<file path="src/rtl/bpa_pkg.sv">
package bpa_pkg;

  typedef enum logic [1:0] {
    CAUSE_NONE     = 2'd0,
    CAUSE_HOLD     = 2'd1,
    CAUSE_THROTTLE = 2'd2,
    CAUSE_EMPTY    = 2'd3
  } dropCause_e;

  typedef struct packed {
    logic       popPriv;
    logic       popPub;
    logic       pushPriv;
    logic       pushPub;
    logic       grant;
    logic       drop;
    logic       bumpFallback;
    logic       bumpIgnore;
    logic       startThrottle;
    dropCause_e cause;
  } ctrlStrobes_t;

endpackage

</file>
<file path="src/rtl/bpa_free_fifo.sv">
module bpa_free_fifo #(
  parameter int DEPTH = 4,
  parameter int BASE  = 0,
  parameter int IDX_W = 4
) (
  input  logic             clk,
  input  logic             rstN,
  input  logic             pop,
  input  logic             push,
  input  logic [IDX_W-1:0] pushIdx,
  output logic [IDX_W-1:0] headIdx,
  output logic             empty
);
  localparam int PW = (DEPTH > 1) ? $clog2(DEPTH) : 1;
  localparam int CW = $clog2(DEPTH + 1);

  logic [IDX_W-1:0] mem [DEPTH];
  logic [PW-1:0]    rdPtr, wrPtr;
  logic [CW-1:0]    count;
  logic             doPop, doPush;

  assign empty   = (count == '0);
  assign headIdx = mem[rdPtr];
  assign doPop   = pop && !empty;
  assign doPush  = push && ((count != CW'(DEPTH)) || doPop);

  function automatic logic [PW-1:0] nextPtr(input logic [PW-1:0] p);
    return (p == PW'(DEPTH - 1)) ? '0 : p + 1'b1;
  endfunction

  always_ff @(posedge clk) begin
    if (!rstN) begin
      for (int i = 0; i < DEPTH; i++) mem[i] <= IDX_W'(BASE + i);
      rdPtr <= '0;
      wrPtr <= '0;
      count <= CW'(DEPTH);
    end else begin
      if (doPush) begin
        mem[wrPtr] <= pushIdx;
        wrPtr      <= nextPtr(wrPtr);
      end
      if (doPop) rdPtr <= nextPtr(rdPtr);
      case ({doPush, doPop})
        2'b10:   count <= count + 1'b1;
        2'b01:   count <= count - 1'b1;
        default: count <= count;
      endcase
    end
  end
endmodule

</file>
<file path="src/rtl/bpa_sat_counter.sv">
module bpa_sat_counter #(
  parameter int CNT_W = 16
) (
  input  logic             clk,
  input  logic             rstN,
  input  logic             bump,
  output logic [CNT_W-1:0] count
);
  always_ff @(posedge clk) begin
    if (!rstN)                       count <= '0;
    else if (bump && (count != '1))  count <= count + 1'b1;
  end
endmodule

</file>
<file path="src/rtl/bpa_control.sv">
module bpa_control
  import bpa_pkg::*;
#(
  parameter int HANDLE_W = 5
) (
  input  logic                reqValid,
  input  logic                holdQueueFull,
  input  logic                throttleActive,
  input  logic                privEmpty,
  input  logic                pubEmpty,
  input  logic                freeValid,
  input  logic                freeTag,
  output ctrlStrobes_t        st
);
  logic accept;

  always_comb begin
    accept           = reqValid && !holdQueueFull && !throttleActive;
    st               = '0;
    st.popPriv       = accept && !privEmpty;
    st.popPub        = accept && privEmpty && !pubEmpty;
    st.bumpFallback  = st.popPub;
    st.bumpIgnore    = accept && privEmpty && pubEmpty;
    st.startThrottle = st.bumpIgnore;
    st.grant         = st.popPriv || st.popPub;
    st.drop          = reqValid && !st.grant;
    if (holdQueueFull)       st.cause = CAUSE_HOLD;
    else if (throttleActive) st.cause = CAUSE_THROTTLE;
    else                     st.cause = CAUSE_EMPTY;
    st.pushPriv      = freeValid && !freeTag;
    st.pushPub       = freeValid && freeTag;
  end
endmodule

</file>
<file path="src/rtl/bpa_datapath.sv">
module bpa_datapath
  import bpa_pkg::*;
#(
  parameter int PRIV_DEPTH = 4,
  parameter int PUB_DEPTH  = 8,
  parameter int IDX_W      = 4,
  parameter int CNT_W      = 16,
  parameter int THR_W      = 16
) (
  input  logic               clk,
  input  logic               rstN,
  input  ctrlStrobes_t       st,
  input  logic [IDX_W-1:0]   freeIdx,
  input  logic [THR_W-1:0]   throttleCycles,
  output logic               privEmpty,
  output logic               pubEmpty,
  output logic               throttleActive,
  output logic               grantValid,
  output logic [IDX_W:0]     grantHandle,
  output logic               dropValid,
  output logic [1:0]         dropCause,
  output logic [CNT_W-1:0]   fallbackCount,
  output logic [CNT_W-1:0]   ignoreCount
);
  logic [1:0]       popV, pushV, emptyV;
  logic [IDX_W-1:0] headV [2];
  logic [THR_W-1:0] thrRem;

  assign popV  = {st.popPub,  st.popPriv};
  assign pushV = {st.pushPub, st.pushPriv};

  for (genvar p = 0; p < 2; p++) begin : g_pool
    localparam int DEP  = (p == 0) ? PRIV_DEPTH : PUB_DEPTH;
    localparam int BASE = (p == 0) ? 0 : PRIV_DEPTH;
    bpa_free_fifo #(.DEPTH(DEP), .BASE(BASE), .IDX_W(IDX_W)) fifo_i (
      .clk(clk), .rstN(rstN), .pop(popV[p]), .push(pushV[p]),
      .pushIdx(freeIdx), .headIdx(headV[p]), .empty(emptyV[p])
    );
  end

  assign privEmpty = emptyV[0];
  assign pubEmpty  = emptyV[1];

  bpa_sat_counter #(.CNT_W(CNT_W)) fallbackCnt_i (
    .clk(clk), .rstN(rstN), .bump(st.bumpFallback), .count(fallbackCount));
  bpa_sat_counter #(.CNT_W(CNT_W)) ignoreCnt_i (
    .clk(clk), .rstN(rstN), .bump(st.bumpIgnore), .count(ignoreCount));

  always_ff @(posedge clk) begin
    if (!rstN)                 thrRem <= '0;
    else if (st.startThrottle) thrRem <= throttleCycles;
    else if (thrRem != '0)     thrRem <= thrRem - 1'b1;
  end
  assign throttleActive = (thrRem != '0);

  always_ff @(posedge clk) begin
    if (!rstN) begin
      grantValid  <= 1'b0;
      grantHandle <= '0;
      dropValid   <= 1'b0;
      dropCause   <= CAUSE_NONE;
    end else begin
      grantValid <= st.grant;
      if (st.popPriv)     grantHandle <= {1'b0, headV[0]};
      else if (st.popPub) grantHandle <= {1'b1, headV[1]};
      dropValid  <= st.drop;
      dropCause  <= st.drop ? st.cause : CAUSE_NONE;
    end
  end
endmodule

</file>
<file path="src/rtl/buf_pool_alloc.sv">
module buf_pool_alloc
  import bpa_pkg::*;
#(
  parameter int  PRIV_DEPTH = 4,
  parameter int  PUB_DEPTH  = 8,
  parameter int  CNT_W      = 16,
  parameter int  THR_W      = 16,
  localparam int IDX_W      = $clog2(PRIV_DEPTH + PUB_DEPTH),
  localparam int HANDLE_W   = IDX_W + 1
) (
  input  logic                clk,
  input  logic                rstN,
  input  logic                reqValid,
  input  logic                holdQueueFull,
  input  logic [THR_W-1:0]    throttleCycles,
  input  logic                freeValid,
  input  logic [HANDLE_W-1:0] freeHandle,
  output logic                grantValid,
  output logic [HANDLE_W-1:0] grantHandle,
  output logic                dropValid,
  output logic [1:0]          dropCause,
  output logic                throttleActive,
  output logic [CNT_W-1:0]    fallbackCount,
  output logic [CNT_W-1:0]    ignoreCount
);
  ctrlStrobes_t st;
  logic         privEmpty, pubEmpty;

  bpa_control #(.HANDLE_W(HANDLE_W)) ctrl_i (
    .reqValid(reqValid), .holdQueueFull(holdQueueFull),
    .throttleActive(throttleActive), .privEmpty(privEmpty), .pubEmpty(pubEmpty),
    .freeValid(freeValid), .freeTag(freeHandle[HANDLE_W-1]), .st(st));

  bpa_datapath #(.PRIV_DEPTH(PRIV_DEPTH), .PUB_DEPTH(PUB_DEPTH), .IDX_W(IDX_W),
                 .CNT_W(CNT_W), .THR_W(THR_W)) dp_i (
    .clk(clk), .rstN(rstN), .st(st), .freeIdx(freeHandle[IDX_W-1:0]),
    .throttleCycles(throttleCycles), .privEmpty(privEmpty), .pubEmpty(pubEmpty),
    .throttleActive(throttleActive), .grantValid(grantValid),
    .grantHandle(grantHandle), .dropValid(dropValid), .dropCause(dropCause),
    .fallbackCount(fallbackCount), .ignoreCount(ignoreCount));
endmodule

</file>
<file path="config.mk">
export PLATFORM = sky130hd
export DESIGN_NAME = buf_pool_alloc
export DESIGN_NICKNAME = d
export VERILOG_FILES = /design/src/rtl/bpa_pkg.sv /design/src/rtl/bpa_free_fifo.sv /design/src/rtl/bpa_sat_counter.sv /design/src/rtl/bpa_control.sv /design/src/rtl/bpa_datapath.sv /design/src/rtl/buf_pool_alloc.sv
export SDC_FILE = /design/constraint.sdc
export NUM_CORES = 1
export LEC_CHECK = 0
export BUFFER_PORTS_ARGS = -buffer_cell sky130_fd_sc_hd__buf_2
export CAP_MARGIN = 20
export CORE_MARGIN = 2
export CORE_UTILIZATION = 64
export DETAILED_ROUTE_END_ITERATION = 8
export PLACE_DENSITY = 0.86
export SYNTH_ARGS = -nofsm -noshare
export SYNTH_HDL_FRONTEND = slang
export SYNTH_SLANG_ARGS = --single-unit
</file>
<file path="constraint.sdc">
create_clock -name clk -period 7.2 [get_ports clk]
set_input_delay 0.72 -clock clk [delete_from_list [all_inputs] [get_ports clk]]
set_output_delay 0.72 -clock clk [all_outputs]
set_load 0.02 [all_outputs]
</file>
# Word level (Yosys, flattened, before mapping)

Memory sizes are Yosys's and may differ from the RTL's. A register that Yosys moved wholly into a read port is not among the register bits.
Index checks and enable logic that the tools add are counted.

$add $sub $neg: 11
Equal/unequal tests: 12
Mux-type cells: 29
Bitwise gates (word level): 2
Reductions and logical operators: 36

Operators by type and width:

| cell                  | count |
|---|---|
| $add 16x1->16 const B | 2 |
| $mux 16               | 2 |
| $ne 16x16->1 const B  | 2 |
| $mux 4                | 4 |
| $reduce_bool 16->1    | 1 |
| $sub 16x1->16 const B | 1 |
| $logic_and 1x1->1     | 15 |
| $mux 3                | 5 |
| $mux 1                | 11 |
| $mux 2                | 5 |
| $add 3x1->3 const B   | 3 |
| $eq 2x2->1 const B    | 4 |
| $pmux 4 s2            | 1 |
| $reduce_bool 2->1     | 4 |
| $reduce_or 4->1       | 2 |
| $eq 3x3->1 const B    | 2 |
| $logic_not 1->1       | 6 |
| $pmux 3 s2            | 1 |
| $add 2x1->2 const B   | 2 |
| $add 4x1->4 const B   | 1 |
| $eq 2x1->1 const B    | 2 |
| $logic_not 4->1       | 1 |
| $ne 4x4->1 const B    | 1 |
| $sub 4x1->4 const B   | 1 |
| 8 further kinds       | 11 |

Flip-flop bits (word level): 74
Memory bits (writable): 48
Input port bits: 26
Output and inout port bits: 42
Logic and storage cells: 107
Memories: 2

Memory list:

| name                      | depth | bits a word | rd ports | clocked after memory_dff | write ports | RTL line            | RTL |
|---|---|---|---|---|---|---|---|
| dp_i.g_pool[1].fifo_i.mem | 8     | 4           | 1        | 1                        | 8           | bpa_free_fifo.sv:17 | `logic [IDX_W-1:0] mem [DEPTH];` |
| dp_i.g_pool[0].fifo_i.mem | 4     | 4           | 1        | 1                        | 4           | bpa_free_fifo.sv:17 |  |

# Logic depth before layout (Yosys ltp)

Gate-level depths: netlist of run 1.

Depth in word-level cells: 13
Depth in mapped cells: 13
Gate-level depth less buffers: 13

# Cells and area by module

A second synthesis of run 1 with hierarchy kept.

Cells, all modules: 616
Area, all modules: 6,358.6 µm²

Modules (own cells, without submodules):

| module                                 | instances | cells an instance | area an instance (µm²) | seq. area each (µm²) |
|---|---|---|---|---|
| bpa_free_fifo at dp_i.g_pool[1].fifo_i | 1         | 171               | 2,199.6                | 1,221.2 |
| bpa_sat_counter                        | 2         | 97                | 837.1                  | 320.3 |
| bpa_datapath                           | 1         | 143               | 1,214.9                | 500.5 |
| bpa_free_fifo at dp_i.g_pool[0].fifo_i | 1         | 94                | 1,183.6                | 660.6 |
| bpa_control                            | 1         | 14                | 86.3                   | 0.0 |

# Least setup slack after synthesis of run 1

No wires, ideal clock.

Path kind: reg2reg
From: reg dp_i.thrRem[0]
To: reg dp_i.g_pool[1].fifo_i.count[3]
Library setup time: 91 ps
Arrival time: 2,838 ps
Data required time: 7,109 ps
Slack: 4,271 ps
Stages on the path, launching flop included: 14
Path buffers: 0
Period minus slack after synthesis: 2,929 ps
Cell sequence: dfxtp_1 inv_1 ha_1 nor4b_1 nand4_1 nor3_1 nand3_1 inv_1 ha_1 a21o_1 a21o_1 nand2_1 o22ai_1 a311oi_1

Word-level cells in the longest chain between the ends: 10
Elaborated cells between the ends (all ways): 12
Classes of those cells: eq/ne (2); mux (1); reduce/logical (9)

Ends and longest elaborated chain:

| element                                                | RTL line            | RTL |
|---|---|---|
| start: declaration                                     | bpa_datapath.sv:27  | `logic [THR_W-1:0] thrRem;` |
| start signal: assignment                               | bpa_datapath.sv:51  | `else if (st.startThrottle) thrRem <= throttleCycles;` |
| start signal: assignment                               | bpa_datapath.sv:52  | `else if (thrRem != '0) thrRem <= thrRem - 1'b1;` |
| $reduce_bool 16->1 *                                   | bpa_datapath.sv:54  | `assign throttleActive = (thrRem != '0);` |
| $logic_not 1->1 *                                      | bpa_control.sv:18   | `accept = reqValid && !holdQueueFull && !throttleActive;` |
| $logic_and 1x1->1 *                                    | bpa_control.sv:18   |  |
| $logic_and 1x1->1 * (2 in series)                      | bpa_control.sv:21   | `st.popPub = accept && privEmpty && !pubEmpty;` |
| $logic_and 1x1->1 *                                    | bpa_free_fifo.sv:24 | `assign doPop = pop && !empty;` |
| $logic_or 1x1->1                                       | bpa_free_fifo.sv:25 | `assign doPush = push && ((count != CW'(DEPTH)) \|\| doPop);` |
| $logic_and 1x1->1                                      | bpa_free_fifo.sv:25 |  |
| $eq 2x1->1 / $eq 2x2->1 (equally long branches)        | bpa_free_fifo.sv:43 | `case ({doPush, doPop})` |
| $pmux 4 s2 / $reduce_bool 2->1 (equally long branches) | n/a                 |  |
| end signal: assignment                                 | bpa_free_fifo.sv:44 | `2'b10: count <= count + 1'b1;` |
| end signal: assignment                                 | bpa_free_fifo.sv:45 | `2'b01: count <= count - 1'b1;` |
| end signal: assignment                                 | bpa_free_fifo.sv:46 | `default: count <= count;` |
| end: declaration                                       | bpa_free_fifo.sv:19 | `logic [CW-1:0] count;` |

Mark *: on every way between the ends. The rest lies on a longest branch, timed or not.
A chain may end at the register's enable or synchronous reset.

# Worst setup path after layout of run 1

From: reg dp_i.thrRem[0]
To: reg dp_i.g_pool[1].fifo_i.count[1]

The elaborated chain is that of the path after synthesis.

==> run metrics, run 1 <==
outcome=finished, final reports clean; CTS sink count=127; RSZ-0062 raised after global routing=false; Slew HR=a little under a third; slowest library cell on the worst path=nor3_1; Pwr Density=around 300 nW/um^2; CP Buf/Inv Count=1; first-pass GRT wire length=about 26000 um; syn_area_per_cell=9.67 sq um; critical path's largest stage delay=around 0.70 ns; synth warn=0; Pre-antenna DRT Iters=7; port buffer count=67; syn nets=between 700 and 800; Pwr Total=2.17 mW; largest net degree at the start of global routing=56; synthesis-stage register bit count=roughly 130; Core Area=roughly 10000 sq um; post-layout min period=3.74 ns; CP Cell Sequence=inv_1, ha_1, nor4b_1, nand4_1, nor3_1, nand3_1, fa_1, nand2b_1, nor3_1, o21ai_0, o311ai_0; critical path class=reg2reg; Final Cell Area=about 7300 sq um; nets@finish=approximately 760; Vias=approximately 5600; grt ovf=0; CP Launch Type=flop; DRC=0; Peak Freq=about 270 MHz; CTS buffer count=17; vias in the first global route=5351; Worst Skew=0.00856 ns; max cap viols=0; routed len/inst=18.2 um; Antenna Nets Post-Route=0; worst path required time=roughly 7.6 ns; initial antenna violation count=0; Leakage=approximately 2.6 nW; dpl hpwl=10400 um; clock transition at the registers of the reported paths=approximately 0.06 ns; final slew viol count=0; layout cell share with drive strength beyond 1=16.8%; ant diodes=0; clk_lat worst skew=~0.53 ns; EDFF count, synth=48; Syn Inst Count=between 600 and 700; CTS max path bufs=2; fillers=668; HP Class=in2reg; final setup fails=0; Total GRT Usage=between 20% and 30%; DRT Wirelength=between 15000 and 20000 um; Post-synth ARST share=0%; GPL Wtd Cong=a little under 0.9; CP top delay family=simple AND/OR/NAND/NOR gates; CTS tree=done; register area share after synthesis=between 40% and 50%; Worst VDD drop=0.201 mV; Setup Buffers After CTS=0; fin crit share=between 50% and 60%; DIE AREA=10800 sq um; IO Count=68; setup tns final=0 ns; crit-path max FO=9; Row Count=36; Die Span Y=104 um; Root Buffer=clkbuf_8; Yosys cell types=roughly 60; CP Data Arrival Time=4.10 ns; Layout area overhead=14.0%; via-per-instance ratio=6.48; dpl cell area=between 6000 and 7000 sq um; cts hold-fix bufs=0; Crit. End Element=flop; Slew @ Worst Pin=between 1 and 1.5 ns; drt initial violations=~600; Final Hold Vio Count=0; H-tree depth=4; Synth Cell Area=around 6400 sq um; Initial Util=between 60% and 70%; Die W=about 100 um; PostCTS Resize Cnt=0; ys flop type=dfxtp_1; CP most frequent cell=nor3_1
through the flow:
stage | hold WS, ns | worst slack, ns | utilization, % | instances
2_1_floorplan | 0.450 | 4.27 | - | 662
3_3_place_gp | 0.463 | 3.68 | 69.7 | 828
3_5_place_dp | 0.473 | 3.50 | 69.7 | 828
4_1_cts | 0.390 | 3.53 | 74.9 | 860
5_1_grt | 0.405 | 3.14 | 75.0 | 861
6_report | 0.412 | 3.46 | 75.0 | 861
logic make-up (layout without fill, tap and decap cells):
group | after synthesis | after routing | synth area share (%)
buffers and inverters | 54 | 120 | 3.28
AOI/OAI and AO/OA | 123 | 123 | 11.9
xor gates and xnor gates | 16 | 16 | 2.40
DFF | 127 | 127 | 47.2
and+or+nand+nor | 300 | 300 | 25.4
muxes | 28 | 28 | 6.80
adders and majority gates | 14 | 14 | 2.97
placed cells by master (no fill, tap or decap), types with 9 or more instances in the layout:
master	Yosys	final
nor2_1	42	42
xnor2_1	11	11
clkbuf_16	0	16
nor3_1	29	29
mux4_2	12	12
nand3_1	34	34
ha_1	12	12
a21oi_1	39	39
nand2_1	65	65
edfxtp_1	48	48
nand2b_1	18	18
nand4_1	14	14
or4_1	16	16
nor4_1	9	9
o21ai_0	37	37
and2_1	15	15
inv_1	17	16
mux2i_1	12	12
dfxtp_1	79	79
buf_2	6	67
or3_1	29	29
power by group:
group	internal, mW	switching, mW	leakage (nW)
Sequential	0.806	0.0645	1.07
Combinational	0.204	0.349	1.28
Clock	0.449	0.299	0.247
cells in the mapped netlist (2+ instances only):
cell	instances	area [sq um]
dfxtp_1	79	1580
nand2_1	65	244
edfxtp_1	48	1440
nor2_1	42	158
a21oi_1	39	195
o21ai_0	37	185
nand3_1	34	170
nor3_1	29	145
or3_1	29	181
clkbuf_1	27	101
nand2b_1	18	113
inv_1	17	63.8
or4_1	16	120
and2_1	15	93.8
nand4_1	14	87.6
ha_1	12	150
mux2i_1	12	120
mux4_2	12	270
xnor2_1	11	96.3
nor4_1	9	56.3
and3_1	7	43.8
o31ai_1	7	52.6
buf_2	6	30.0
o211ai_1	6	45.0
a211oi_1	5	37.5
a31oi_1	5	31.3
a221oi_1	4	35.0
buf_1	4	15.0
mux2_2	4	45.0
nor2b_1	4	25.0
xor2_1	4	35.0
a21o_1	2	15.0
a22oi_1	2	15.0
a311oi_1	2	17.5
and4_1	2	17.5
fa_1	2	40.0
nor4_4	2	42.5
nor4b_1	2	17.5
o2111ai_1	2	17.5
o22ai_1	2	12.5
o311ai_0	2	17.5
or2_2	2	12.5
worst paths after layout:
kind / start / end / slack [ns] / cells past startpoint
worst min-delay path: holdQueueFull / dp_i.dropCause[1] / 0.41 / 2
worst max-delay path: dp_i.thrRem[0] / dp_i.g_pool[1].fifo_i.count[1] / 3.46 / 11
worst min register to register: dp_i.grantHandle[3] / dp_i.grantHandle[3] / 0.48 / 2
worst max register to register: dp_i.thrRem[0] / dp_i.g_pool[1].fifo_i.count[1] / 3.46 / 11
per-layer routing:
layer	vias to the layer above	share of wire, %	global-route usage (%)	wire length [um]
li1	2575	-	-	-
met1	2658	40	38.7	6290
met2	308	49	48.7	7710
met3	42	8.5	6.95	1340
met4	0	1.9	10.5	294
met5	-	0	0	0
layout make-up:
| type | count | area (sq um) | share of cell area (%) |
|---|---|---|---|
| clock buffer | 27 | 482 | 6.60 |
| timing repair buffer | 71 | 365 | 5.01 |
| tap | 133 | 166 | 2.28 |
| clock inverter | 5 | 31.3 | 0.429 |
| multi-input combinational | 481 | 3170 | 43.4 |
| sequential | 127 | 3020 | 41.4 |
| inverter | 17 | 63.8 | 0.874 |
sequential cells by signal, summed over array words and instances, names as in the netlist, named ones only:
name / count
dp_i.g_pool.fifo_i.rdPtr: 5
dp_i.g_pool.fifo_i.count: 7
dp_i.dropValid: 1
dp_i.dropCause: 2
dp_i.g_pool.fifo_i.wrPtr: 5
dp_i.grantHandle: 5
dp_i.thrRem: 16
dp_i.grantValid: 1
dp_i.g_pool.fifo_i.mem: 48
dp_i.fallbackCnt_i.count: 16
dp_i.ignoreCnt_i.count: 16
No activity file was read; power rests on OpenSTA's default activity.
==> run 2, diff against run 1 <==
--- a/config.mk
+++ b/config.mk
@@ -8,9 +8,9 @@
 export BUFFER_PORTS_ARGS = -buffer_cell sky130_fd_sc_hd__buf_2
 export CAP_MARGIN = 20
 export CORE_MARGIN = 2
-export CORE_UTILIZATION = 64
+export CORE_UTILIZATION = 53
 export DETAILED_ROUTE_END_ITERATION = 8
-export PLACE_DENSITY = 0.86
+export PLACE_DENSITY = 0.76
 export SYNTH_ARGS = -nofsm -noshare
 export SYNTH_HDL_FRONTEND = slang
 export SYNTH_SLANG_ARGS = --single-unit
==> constraint.sdc (replaced) <==
create_clock -name clk -period 3 [get_ports clk]
set_input_delay 0.3 -clock clk [delete_from_list [all_inputs] [get_ports clk]]
set_output_delay 0.3 -clock clk [all_outputs]
set_load 0.02 [all_outputs]
==> run 2 against run 1 <==
Effect of this change: first-iteration DRC count down 26%; clock skew up 0.0045 ns; clock power rose to 2.6 times the previous value; global-route usage down 4.8 points; register-to-register slack worse by 3.2 ns; final cell count up 4.3%; critical endpoint is now throttleActive; largest cell class unchanged.
==> run metrics, run 2 (synthesized netlist as in run 1, its figures left out) <==
Die W=114 um (+9.5%); clk_lat worst skew=0.43 ns (-0.10 ns); final slew viol count=0 (unchanged); CTS sink count=127 (unchanged); largest net degree at the start of global routing=54 (-3.6%); Antenna Nets Post-Route=0 (unchanged); worst-case reg-to-reg path depth=7 (-4); Setup Buffers After CTS=0 (unchanged); hold_sp=holdQueueFull; IO Count=68 (unchanged); RSZ-0062 raised after global routing=false; DRC=0 (unchanged); Pre-antenna DRT Iters=5 (-2); GPL Wtd Cong=0.835 (-5.9%); Most flops, register=dp_i.g_pool.fifo_i.mem; DIE AREA=13000 sq um (+20%); Vias=5435 (-2.7%); WHS=0.109 ns (-0.303 ns); ant diodes=0 (unchanged); CP Launch Type=flop; CP Data Arrival Time=2.48 ns (-1.62 ns); first-pass GRT wire length=25200 um (-2.5%); via-per-instance ratio=6.05 (-6.7%); worst r2r src=dp_i.thrRem[0]; Pwr Total=5.44 mW (+150%); WHS Endpoint=dp_i.dropCause[1]; commonest non-fill, non-tap cell in the layout=dfxtp_1; max cap viols=0 (unchanged); Leakage=2.73 nW (+5.6%); crit-path max FO=12 (+3); Slew HR=53.3% (+22 points); setup tns final=0 ns (unchanged); CTS max path bufs=2 (unchanged); initial antenna violation count=0 (unchanged); Slew @ Worst Pin=0.698 ns (-0.315 ns); Peak Freq=between 300 and 400 MHz; Layout area overhead=17.9%; Row Count=40 (+11%); grt ovf=0 (unchanged); Crit. End Element=primary output; Final Hold Vio Count=0 (unchanged); CTS tree=done; worst r2r dst=dp_i.g_pool[1].fifo_i.mem[0][2]; HP Class=in2reg; Worst Skew=0.0130 ns (+0.00447 ns); Hold Path Stages=2 (unchanged); Total GRT Usage=24.9% (-4.8 points); Die Span Y=114 um (+9.5%); nets@finish=778 (+3.0%); layout cell share with drive strength beyond 1=19.8% (+3.1 points); routed len/inst=17.3 um (-4.9%); drt initial violations=444 (-26%); max FFs per register=48 (unchanged); Reg2Reg Setup Slack=0.24 ns (-3.22 ns); clock transition at the registers of the reported paths=0.06 ns (about the same); Root Buffer=clkbuf_16; final setup fails=0 (unchanged); DRT Wirelength=15500 um (-0.80%); Pwr Density=721 nW/um^2 (+140%); H-tree depth=4 (unchanged); post-layout min period=between 2 and 3 ns; highest-count cells in the layout ignoring fill and taps=dfxtp_1, buf_2, nand2_1; dpl hpwl=11000 um (+5.9%); Worst VDD drop=0.735 mV (+270%); port buffer count=67 (unchanged); Initial Util=53.7% (-12 points); vias in the first global route=5146 (-3.8%); critical path class=reg2out; fin crit share=about 93%; Core Area=11900 sq um (+22%); outcome=finished, final reports clean; CTS buffer count=17 (unchanged); fillers=950 (+42%); worst path required time=2.70 ns (-4.86 ns)
==> run 2: cell types whose count changed in the layout (fill, tap and decap cells not counted), sizes merged <==
cell,previous run,this run
buf,71,94
clkbuf,27,26
clkinvlp,2,1
clkinv,3,5
inv,17,16
bufinv,0,1
==> run 2: worst max-delay path, cell delays in order (launching register included) <==
cell	delay, ns
dfxtp_1	0.34
inv_1	0.12
ha_1	0.17
nor4b_2	0.27
and2_1	0.47
and2_0	0.34
inv_1	0.16
buf_2	0.19
==> run 2: repair_timing <==
item | 4_1_cts | 5_1_grt
gates resized for setup | 0 | 2
setup endpoints to repair | 0 | 23
hold buffers | 0 | 0
==> run 2: report_power, final <==
group | internal (mW) | switching (mW)
clock | 1.22 | 0.721
sequential | 1.93 | 0.156
combinational | 0.566 | 0.839
total | 3.72 | 1.72
==> run 2: cell type report <==
cell class	instances	area, sq um	area share, %
well taps	147	184	2.44
multi-input cells	481	3180	42.1
inverters	17	63.8	0.846
clock inverters	6	57.6	0.763
repair buffers	94	538	7.13
clock buffers	26	499	6.62
flip-flops and latches	127	3020	40.1
==> run 2: worst max path at each step <==
stage                   start  depth (start not counted)  slack [ns]                             end
2_1_floorplan  dp_i.thrRem[0]                         13        0.07  dp_i.g_pool[1].fifo_i.count[3]
5_1_grt        dp_i.thrRem[0]                          7        0.04                  throttleActive
4_1_cts        dp_i.thrRem[0]                         11        0.01  dp_i.g_pool[0].fifo_i.count[1]
3_5_place_dp   dp_i.thrRem[0]                         11        0.05  dp_i.g_pool[0].fifo_i.count[1]
6_report       dp_i.thrRem[0]                          7        0.22                  throttleActive
3_3_place_gp   dp_i.thrRem[0]                         13        0.23  dp_i.g_pool[1].fifo_i.count[3]
==> run 2: per-stage QoR <==
step                utilization (%)  setup WS (ns)  instances  area [sq um]
finish                         63.3          0.220        898          7540
floorplan                         -         0.0707        662          6400
global route                   63.3         0.0379        898          7540
CTS                            63.2         0.0125        897          7520
detailed placement             58.5         0.0544        865          6970
global placement               58.5          0.234        865          6970
==> run 2: per-layer routing <==
metal	wire length [um]	vias up	GRT usage (%)	part of all wire (%)
met5	0	-	0	0
met1	6540	2598	31.7	42
li1	-	2621	-	-
met3	964	21	5.05	6.2
met2	7760	195	42.2	50
met4	244	0	9.11	1.6
